`src/rtl/ringbuf_pkg.sv`:
```
package ringbuf_pkg;

  // host register addresses; the bench and the brief rely on these values
  typedef enum logic [3:0] {
    RG_IN_BASE  = 4'd0,
    RG_IN_LAST  = 4'd1,
    RG_OUT_BASE = 4'd2,
    RG_OUT_LAST = 4'd3,
    RG_IN_WR    = 4'd4,
    RG_IN_RD    = 4'd5,
    RG_OUT_WR   = 4'd6,
    RG_OUT_RD   = 4'd7,
    RG_IN_TRIG  = 4'd8,
    RG_OUT_LOW  = 4'd9,
    RG_CMD      = 4'd10,
    RG_STAT     = 4'd11
  } rb_reg_e;

  localparam int CMD_FLUSH_IN  = 0;
  localparam int CMD_FLUSH_OUT = 1;
  localparam int STAT_OVERRUN  = 0;

endpackage

```
`src/rtl/rb_ring_calc.sv`:
```
// Occupancy arithmetic for one ring with arbitrary inclusive bounds.
module rb_ring_calc #(
  parameter int AW         = 6,
  parameter bit DEV_WRITES = 1'b1
) (
  input  logic [AW-1:0] base,
  input  logic [AW-1:0] last,
  input  logic [AW-1:0] wr,
  input  logic [AW-1:0] rd,
  output logic          empty,
  output logic          full,
  output logic [AW-1:0] count,
  output logic [AW-1:0] dev_next
);

  logic [AW-1:0] wr_step;
  logic [AW-1:0] span;

  always_comb begin
    wr_step = (wr == last) ? base : wr + 1'b1;
    span    = last - base + 1'b1;
    empty   = (wr == rd);
    full    = (wr_step == rd);
    // modular arithmetic keeps this correct even when span wraps to zero
    count   = wr - rd + ((wr >= rd) ? '0 : span);
  end

  generate
    if (DEV_WRITES) begin : g_dev_wr
      assign dev_next = wr_step;
    end else begin : g_dev_rd
      logic [AW-1:0] rd_step;
      assign rd_step  = (rd == last) ? base : rd + 1'b1;
      assign dev_next = rd_step;
    end
  endgenerate

endmodule

```
`src/rtl/rb_byte_store.sv`:
```
// Shared byte store: host port (registered read), device write port,
// device combinational read port.
module rb_byte_store #(
  parameter int AW = 6
) (
  input  logic          clk,
  input  logic          rst_n,
  input  logic          h_we,
  input  logic [AW-1:0] h_addr,
  input  logic [7:0]    h_wdata,
  output logic [7:0]    h_rdata,
  input  logic          d_we,
  input  logic [AW-1:0] d_waddr,
  input  logic [7:0]    d_wdata,
  input  logic [AW-1:0] d_raddr,
  output logic [7:0]    d_rdata
);

  localparam int DEPTH = 1 << AW;

  logic [7:0] mem [DEPTH];

  // device write is issued second so it wins an address collision
  always_ff @(posedge clk) begin
    if (h_we) mem[h_addr] <= h_wdata;
    if (d_we) mem[d_waddr] <= d_wdata;
  end

  always_ff @(posedge clk or negedge rst_n) begin
    if (!rst_n) h_rdata <= '0;
    else        h_rdata <= mem[h_addr];
  end

  assign d_rdata = mem[d_raddr];

endmodule

```
`src/rtl/rb_svc_req.sv`:
```
// Service request thresholds.
module rb_svc_req #(
  parameter int AW = 6
) (
  input  logic          in_empty,
  input  logic [AW-1:0] in_count,
  input  logic [AW-1:0] in_trig,
  input  logic [AW-1:0] out_count,
  input  logic [AW-1:0] out_low,
  output logic          in_req,
  output logic          out_req
);

  always_comb begin
    in_req  = !in_empty && (in_count >= in_trig);
    out_req = (out_count <= out_low);
  end

endmodule

```
`src/rtl/rb_chan_rings.sv`:
```
module rb_chan_rings
  import ringbuf_pkg::*;
#(
  parameter int AW      = 6,
  parameter int LOW_DEF = 4
) (
  input  logic          clk,
  input  logic          rst_n,
  input  logic          reg_we,
  input  logic [3:0]    reg_addr,
  input  logic [AW-1:0] reg_wdata,
  output logic [AW-1:0] reg_rdata,
  input  logic          ram_we,
  input  logic [AW-1:0] ram_addr,
  input  logic [7:0]    ram_wdata,
  output logic [7:0]    ram_rdata,
  input  logic          rx_valid,
  input  logic [7:0]    rx_data,
  output logic          tx_valid,
  output logic [7:0]    tx_data,
  input  logic          tx_ready,
  output logic          in_req,
  output logic          out_req
);

  localparam int DEPTH = 1 << AW;
  localparam int HALF  = DEPTH / 2;
  localparam logic [AW-1:0] IN_BASE_RST  = '0;
  localparam logic [AW-1:0] IN_LAST_RST  = AW'(HALF - 1);
  localparam logic [AW-1:0] OUT_BASE_RST = AW'(HALF);
  localparam logic [AW-1:0] OUT_LAST_RST = AW'(DEPTH - 1);
  localparam logic [AW-1:0] TRIG_RST     = AW'(1);
  localparam logic [AW-1:0] LOW_RST      = AW'(LOW_DEF);

  // reset synchronizer: asynchronous assert, synchronous release
  logic [1:0] rst_pipe;
  logic       rst_sync_n;

  always_ff @(posedge clk or negedge rst_n) begin
    if (!rst_n) rst_pipe <= 2'b00;
    else        rst_pipe <= {rst_pipe[0], 1'b1};
  end
  assign rst_sync_n = rst_pipe[1];

  // state
  logic [AW-1:0] in_base_q, in_last_q, out_base_q, out_last_q;
  logic [AW-1:0] in_wr_q, in_rd_q, out_wr_q, out_rd_q;
  logic [AW-1:0] in_trig_q, out_low_q;
  logic          overrun_q;

  logic [AW-1:0] in_base_d, in_last_d, out_base_d, out_last_d;
  logic [AW-1:0] in_wr_d, in_rd_d, out_wr_d, out_rd_d;
  logic [AW-1:0] in_trig_d, out_low_d;
  logic          overrun_d;

  // ring status
  logic          in_empty, in_full, out_empty, out_full;
  logic [AW-1:0] in_count, out_count, in_dev_next, out_dev_next;

  rb_ring_calc #(.AW(AW), .DEV_WRITES(1'b1)) u_in_ring (
    .base(in_base_q), .last(in_last_q), .wr(in_wr_q), .rd(in_rd_q),
    .empty(in_empty), .full(in_full), .count(in_count), .dev_next(in_dev_next)
  );

  rb_ring_calc #(.AW(AW), .DEV_WRITES(1'b0)) u_out_ring (
    .base(out_base_q), .last(out_last_q), .wr(out_wr_q), .rd(out_rd_q),
    .empty(out_empty), .full(out_full), .count(out_count), .dev_next(out_dev_next)
  );

  // datapath into the store
  logic       store_we;
  logic [7:0] dev_rdata;

  rb_byte_store #(.AW(AW)) u_store (
    .clk(clk), .rst_n(rst_sync_n),
    .h_we(ram_we), .h_addr(ram_addr), .h_wdata(ram_wdata), .h_rdata(ram_rdata),
    .d_we(store_we), .d_waddr(in_wr_q), .d_wdata(rx_data),
    .d_raddr(out_rd_q), .d_rdata(dev_rdata)
  );

  rb_svc_req #(.AW(AW)) u_svc (
    .in_empty(in_empty), .in_count(in_count), .in_trig(in_trig_q),
    .out_count(out_count), .out_low(out_low_q),
    .in_req(in_req), .out_req(out_req)
  );

  assign tx_valid = !out_empty;
  assign tx_data  = dev_rdata;

  logic tx_fire;
  logic ovr_set, ovr_clr;
  logic out_full_unused;

  assign tx_fire         = tx_valid && tx_ready;
  assign out_full_unused = out_full;

  // next state: device moves first, host writes take precedence
  always_comb begin
    in_base_d  = in_base_q;
    in_last_d  = in_last_q;
    out_base_d = out_base_q;
    out_last_d = out_last_q;
    in_wr_d    = in_wr_q;
    in_rd_d    = in_rd_q;
    out_wr_d   = out_wr_q;
    out_rd_d   = out_rd_q;
    in_trig_d  = in_trig_q;
    out_low_d  = out_low_q;
    store_we   = 1'b0;
    ovr_set    = 1'b0;
    ovr_clr    = 1'b0;

    if (rx_valid) begin
      if (!in_full) begin
        store_we = 1'b1;
        in_wr_d  = in_dev_next;
      end else begin
        ovr_set = 1'b1;
      end
    end

    if (tx_fire) out_rd_d = out_dev_next;

    if (reg_we) begin
      case (reg_addr)
        RG_IN_BASE: begin
          in_base_d = reg_wdata;
          in_wr_d   = reg_wdata;
          in_rd_d   = reg_wdata;
        end
        RG_IN_LAST: begin
          in_last_d = reg_wdata;
          in_wr_d   = in_base_q;
          in_rd_d   = in_base_q;
        end
        RG_OUT_BASE: begin
          out_base_d = reg_wdata;
          out_wr_d   = reg_wdata;
          out_rd_d   = reg_wdata;
        end
        RG_OUT_LAST: begin
          out_last_d = reg_wdata;
          out_wr_d   = out_base_q;
          out_rd_d   = out_base_q;
        end
        RG_IN_RD:   in_rd_d   = reg_wdata;
        RG_OUT_WR:  out_wr_d  = reg_wdata;
        RG_IN_TRIG: in_trig_d = reg_wdata;
        RG_OUT_LOW: out_low_d = reg_wdata;
        RG_CMD: begin
          if (reg_wdata[CMD_FLUSH_IN])  in_wr_d  = in_rd_q;
          if (reg_wdata[CMD_FLUSH_OUT]) out_rd_d = out_wr_q;
        end
        RG_STAT: ovr_clr = reg_wdata[STAT_OVERRUN];
        default: ;
      endcase
    end

    overrun_d = (overrun_q && !ovr_clr) || ovr_set;
  end

  // registers
  always_ff @(posedge clk or negedge rst_sync_n) begin
    if (!rst_sync_n) begin
      in_base_q  <= IN_BASE_RST;
      in_last_q  <= IN_LAST_RST;
      out_base_q <= OUT_BASE_RST;
      out_last_q <= OUT_LAST_RST;
      in_wr_q    <= IN_BASE_RST;
      in_rd_q    <= IN_BASE_RST;
      out_wr_q   <= OUT_BASE_RST;
      out_rd_q   <= OUT_BASE_RST;
      in_trig_q  <= TRIG_RST;
      out_low_q  <= LOW_RST;
      overrun_q  <= 1'b0;
    end else begin
      in_base_q  <= in_base_d;
      in_last_q  <= in_last_d;
      out_base_q <= out_base_d;
      out_last_q <= out_last_d;
      in_wr_q    <= in_wr_d;
      in_rd_q    <= in_rd_d;
      out_wr_q   <= out_wr_d;
      out_rd_q   <= out_rd_d;
      in_trig_q  <= in_trig_d;
      out_low_q  <= out_low_d;
      overrun_q  <= overrun_d;
    end
  end

  // register read mux
  always_comb begin
    reg_rdata = '0;
    case (reg_addr)
      RG_IN_BASE:  reg_rdata = in_base_q;
      RG_IN_LAST:  reg_rdata = in_last_q;
      RG_OUT_BASE: reg_rdata = out_base_q;
      RG_OUT_LAST: reg_rdata = out_last_q;
      RG_IN_WR:    reg_rdata = in_wr_q;
      RG_IN_RD:    reg_rdata = in_rd_q;
      RG_OUT_WR:   reg_rdata = out_wr_q;
      RG_OUT_RD:   reg_rdata = out_rd_q;
      RG_IN_TRIG:  reg_rdata = in_trig_q;
      RG_OUT_LOW:  reg_rdata = out_low_q;
      RG_STAT:     reg_rdata = {{(AW-1){1'b0}}, overrun_q};
      default:     reg_rdata = '0;
    endcase
  end

endmodule

```
`config.mk`:
```
export PLATFORM = sky130hd
export DESIGN_NAME = rb_chan_rings
export DESIGN_NICKNAME = d
export VERILOG_FILES = /design/src/rtl/ringbuf_pkg.sv /design/src/rtl/rb_ring_calc.sv /design/src/rtl/rb_byte_store.sv /design/src/rtl/rb_svc_req.sv /design/src/rtl/rb_chan_rings.sv
export SDC_FILE = /design/constraint.sdc
export NUM_CORES = 1
export LEC_CHECK = 0
export BUFFER_PORTS_ARGS = -buffer_cell sky130_fd_sc_hd__buf_4
export CORE_ASPECT_RATIO = 1.75
export CORE_MARGIN = 2
export CORE_UTILIZATION = 45
export CTS_BUF_LIST = sky130_fd_sc_hd__clkbuf_16
export CTS_CLUSTER_SIZE = 25
export DETAILED_ROUTE_END_ITERATION = 6
export PLACE_DENSITY = 0.66
export SLEW_MARGIN = 20
export SYNTH_ARGS = -nofsm -noshare
export SYNTH_HDL_FRONTEND = slang
export SYNTH_SLANG_ARGS = --single-unit
```
`constraint.sdc`:
```
create_clock -name clk -period 6.7 [get_ports clk]
set_input_delay 0 -clock clk [delete_from_list [all_inputs] [get_ports clk]]
set_output_delay 0 -clock clk [all_outputs]
set_load 0.1 [all_outputs]
```
==> results_dict.tcl <==
set metrics [dict create \
    clk_latency_ps 680 \
    synth_seq_area_share_pct 47.1 \
    start_kind "register" \
    worst_slew_margin_rel_pct 19.1 \
    min_path_type "input pin to register" \
    ios 63 \
    rr_worst_depth 10 \
    rsz0062_at_grt "false" \
    fin_tns_setup_ps 0 \
    clock-sinks 583 \
    drv_slew 0 \
    nets 2693 \
    ys_ff_latch 583 \
    min_from "ram_addr[3]" \
    instances_no_fill 3688 \
    ys.flop_type "edfxtp_1" \
    die_w_um 219 \
    ctsResizeCount 0 \
    port_buffers 62 \
    grt_overflow 0 \
    cts_setup_buffers 0 \
    synth_edf_count 512 \
    hold_path_depth 4 \
    skew_ps 40.4 \
    clk_pin_slew_worst_paths_ps 70 \
    antenna_found_initial 9 \
    ys_types 76 \
    worstSetupPathType "register to primary output" \
    async_flop_share_pct 12.2 \
    grt_pass1_wl_um 198000 \
    die_h_um 380 \
    drc 2 \
    rr_startpoint "in_wr_q[1]" \
    antenna_left 0 \
    hold_violations 0 \
    cp-startpoint "out_rd_q[1]" \
    setup_violations 0 \
    status "complete, but fails checks" \
    synth_warnings 0 \
    crit_required_ps 6700 \
    ir_worst_vdd_v 0.00189 \
    worstReg2RegEnd "u_store.mem[25][3]" \
    syn_to_final_growth_pct 8.62 \
    cts_buffers 56 \
    rows 138 \
    drt_iter0_markers 4254 \
    maxClockFrequency_mhz 173 \
    syn-num-nets 2789 \
    fin_util_pct 49.1 \
    synth_cells 2683 \
    place_inst 3565 \
    vias 27000 \
    cellPowerDensity_mw_per_mm2 381 \
    initial_utilization_pct 45.2 \
    p_leak_nw 13.2 \
    rrSetupSlack_ps 1750 \
    syn_area_mm2 0.0364 \
    crit_path_end_kind "primary output" \
    period_needed_ps 5800 \
    worst_pin_slew_ps 1210 \
    violations "design-rule violations" \
    wl_per_cell_um 37.7 \
    arrival_ps 5800 \
    final_common_cell "edfxtp_1" \
    cts_max_path_buffers 3 \
    timing.hold.ws_ps 49.9 \
    dpl.hpwl_um 90800 \
    cts_max_level 2 \
    grt_max_degree 70 \
    via_per_inst 7.33 \
    min_to "u_store.h_rdata[0]" \
    cts_root_buf "clkbuf_16" \
    power.total_mw 15.1 \
    die-area_mm2 0.0834 \
    fin_crit_sh_pct 86.5 \
    core_mm2 0.0806 \
    gp_congestion 0.980 \
    drive_above_1_share_pct 37.7 \
    grt_pass1_vias 26700 \
    dr.pass1.iters 7 \
    routed_wl_um 139000 \
    cts_tree "built" \
    avgSynthCellArea_um2 13.6 \
    grtUsageTotal_pct 33.2 \
    critPathMaxFanout 42 \
    mostFrequentLayoutCells "edfxtp_1 (512), mux2_2 (497), a22oi_1 (210), mux4_2 (168), buf_4 (108)" \
    cap_viol_max_count 0 \
]
-- what timing repair did --
item | in CTS | in global routing
endpoints found under the setup margin | 0 | 0
hold buffers | 14 | 0
hold endpoints to repair | 70 | 0
-- final cells by class --
cell class | count | area [um^2]
well taps | 1050 | 1310
inverters | 81 | 304
clock buffers | 58 | 1450
fillers | 6866 | 41000
multi-input cells | 1743 | 17900
flip-flops and latches | 583 | 17200
clock inverters | 47 | 463
repair buffers | 122 | 951
diodes | 4 | 10.0
-- synth_stat cells (9+ instances only) --
cell type / instances / share of area (%)
a22oi_1: 210 / 4.3
buf_1: 47 / 0.48
nor3_1: 11 / 0.15
buf_6: 9 / 0.28
mux4_2: 168 / 10
fa_1: 12 / 0.66
a22o_1: 31 / 0.74
a31oi_1: 36 / 0.62
mux2_2: 497 / 15
nand3_1: 27 / 0.37
a21oi_1: 69 / 0.95
nor3_4: 53 / 2.4
edfxtp_1: 512 / 42
o22ai_1: 15 / 0.26
mux2_1: 9 / 0.28
dfstp_2: 16 / 1.2
mux2i_1: 16 / 0.44
nand2_1: 83 / 0.85
nand2b_1: 13 / 0.22
inv_1: 76 / 0.78
dfrtp_1: 55 / 3.8
a21o_1: 25 / 0.51
nor2_1: 51 / 0.53
clkbuf_1: 215 / 2.2
ha_1: 56 / 1.9
or4_1: 10 / 0.21
a221oi_1: 35 / 0.84
o21bai_1: 55 / 1.1
nand4_1: 24 / 0.41
o21ai_0: 53 / 0.73
mux2_4: 32 / 1.3
xnor2_1: 31 / 0.74
a41oi_1: 18 / 0.43
-- how the worst max path moves through the flow --
stage,endpoint,slack (ps),cells past startpoint
detailed placement,out_req,1610,22
floorplan,out_req,690,23
global placement,out_req,1520,22
finish,out_req,900,22
global route,out_req,450,22
CTS,out_req,900,22
-- critical path, cell delays in order, from the launching register on --
cell      delay, ps
dfrtp_4         850
inv_1           130
ha_1            330
a21o_1          160
a21o_1          170
a21o_1          170
a21o_1          170
a21oi_1         360
nand2_1         130
fa_1            530
inv_1            60
ha_1            280
a21o_1          180
a21oi_1         220
o21bai_1         90
a21oi_1         170
xnor2_1         150
xnor2_1         150
ha_1            270
a21oi_1         110
o21ai_0          80
o21ai_1          80
buf_4           300
-- through the flow --
step,instance area (um^2),setup slack [ps]
2_1_floorplan,36400,694
3_3_place_gp,37500,1520
3_5_place_dp,37500,1610
4_1_cts,39600,903
5_1_grt,39600,453
6_report,39600,904
-- registers in the layout (all words and copies together) (netlist names) --
name	cells
u_store.h_rdata	8
u_store.mem	512
out_last_q	6
in_base_q	6
out_rd_q	6
in_trig_q	6
out_base_q	6
out_wr_q	6
in_last_q	6
in_rd_q	6
in_wr_q	6
out_low_q	6
overrun_q	1
rst_pipe	2
-- cells by family (layout without fill, tap and decap cells) --
logic type | after synthesis | after routing | share of synthesized area (%)
adders and majority gates | 68 | 68 | 2.58
buffers and inverters | 357 | 308 | 3.91
xor gates and xnor gates | 38 | 38 | 0.913
DFF | 583 | 583 | 47.1
muxes | 722 | 722 | 27.8
and+or+nand+nor | 325 | 325 | 6.13
AOI/OAI and AO/OA | 589 | 589 | 11.6
other | 1 | 5 | 0.0103
-- report_power, final --
part           internal (mW)  leakage, nW  total (mW)  switching [mW]
clock                   1.92        0.981        3.44            1.52
sequential              4.23         5.44        4.59           0.361
combinational           2.58         6.79        7.07            4.50
total                   8.72         13.2        15.1            6.38
-- layer usage --
| metal | GRT usage (%) | vias to the layer above | wire length (um) |
|---|---|---|---|
| met5 | 0 | - | 124 |
| met4 | 28.0 | 18 | 14500 |
| met3 | 7.49 | 646 | 14100 |
| met2 | 53.8 | 2193 | 66700 |
| met1 | 36.8 | 13600 | 43600 |
| li1 | - | 10600 | - |
(Power assumes the default switching activity.)
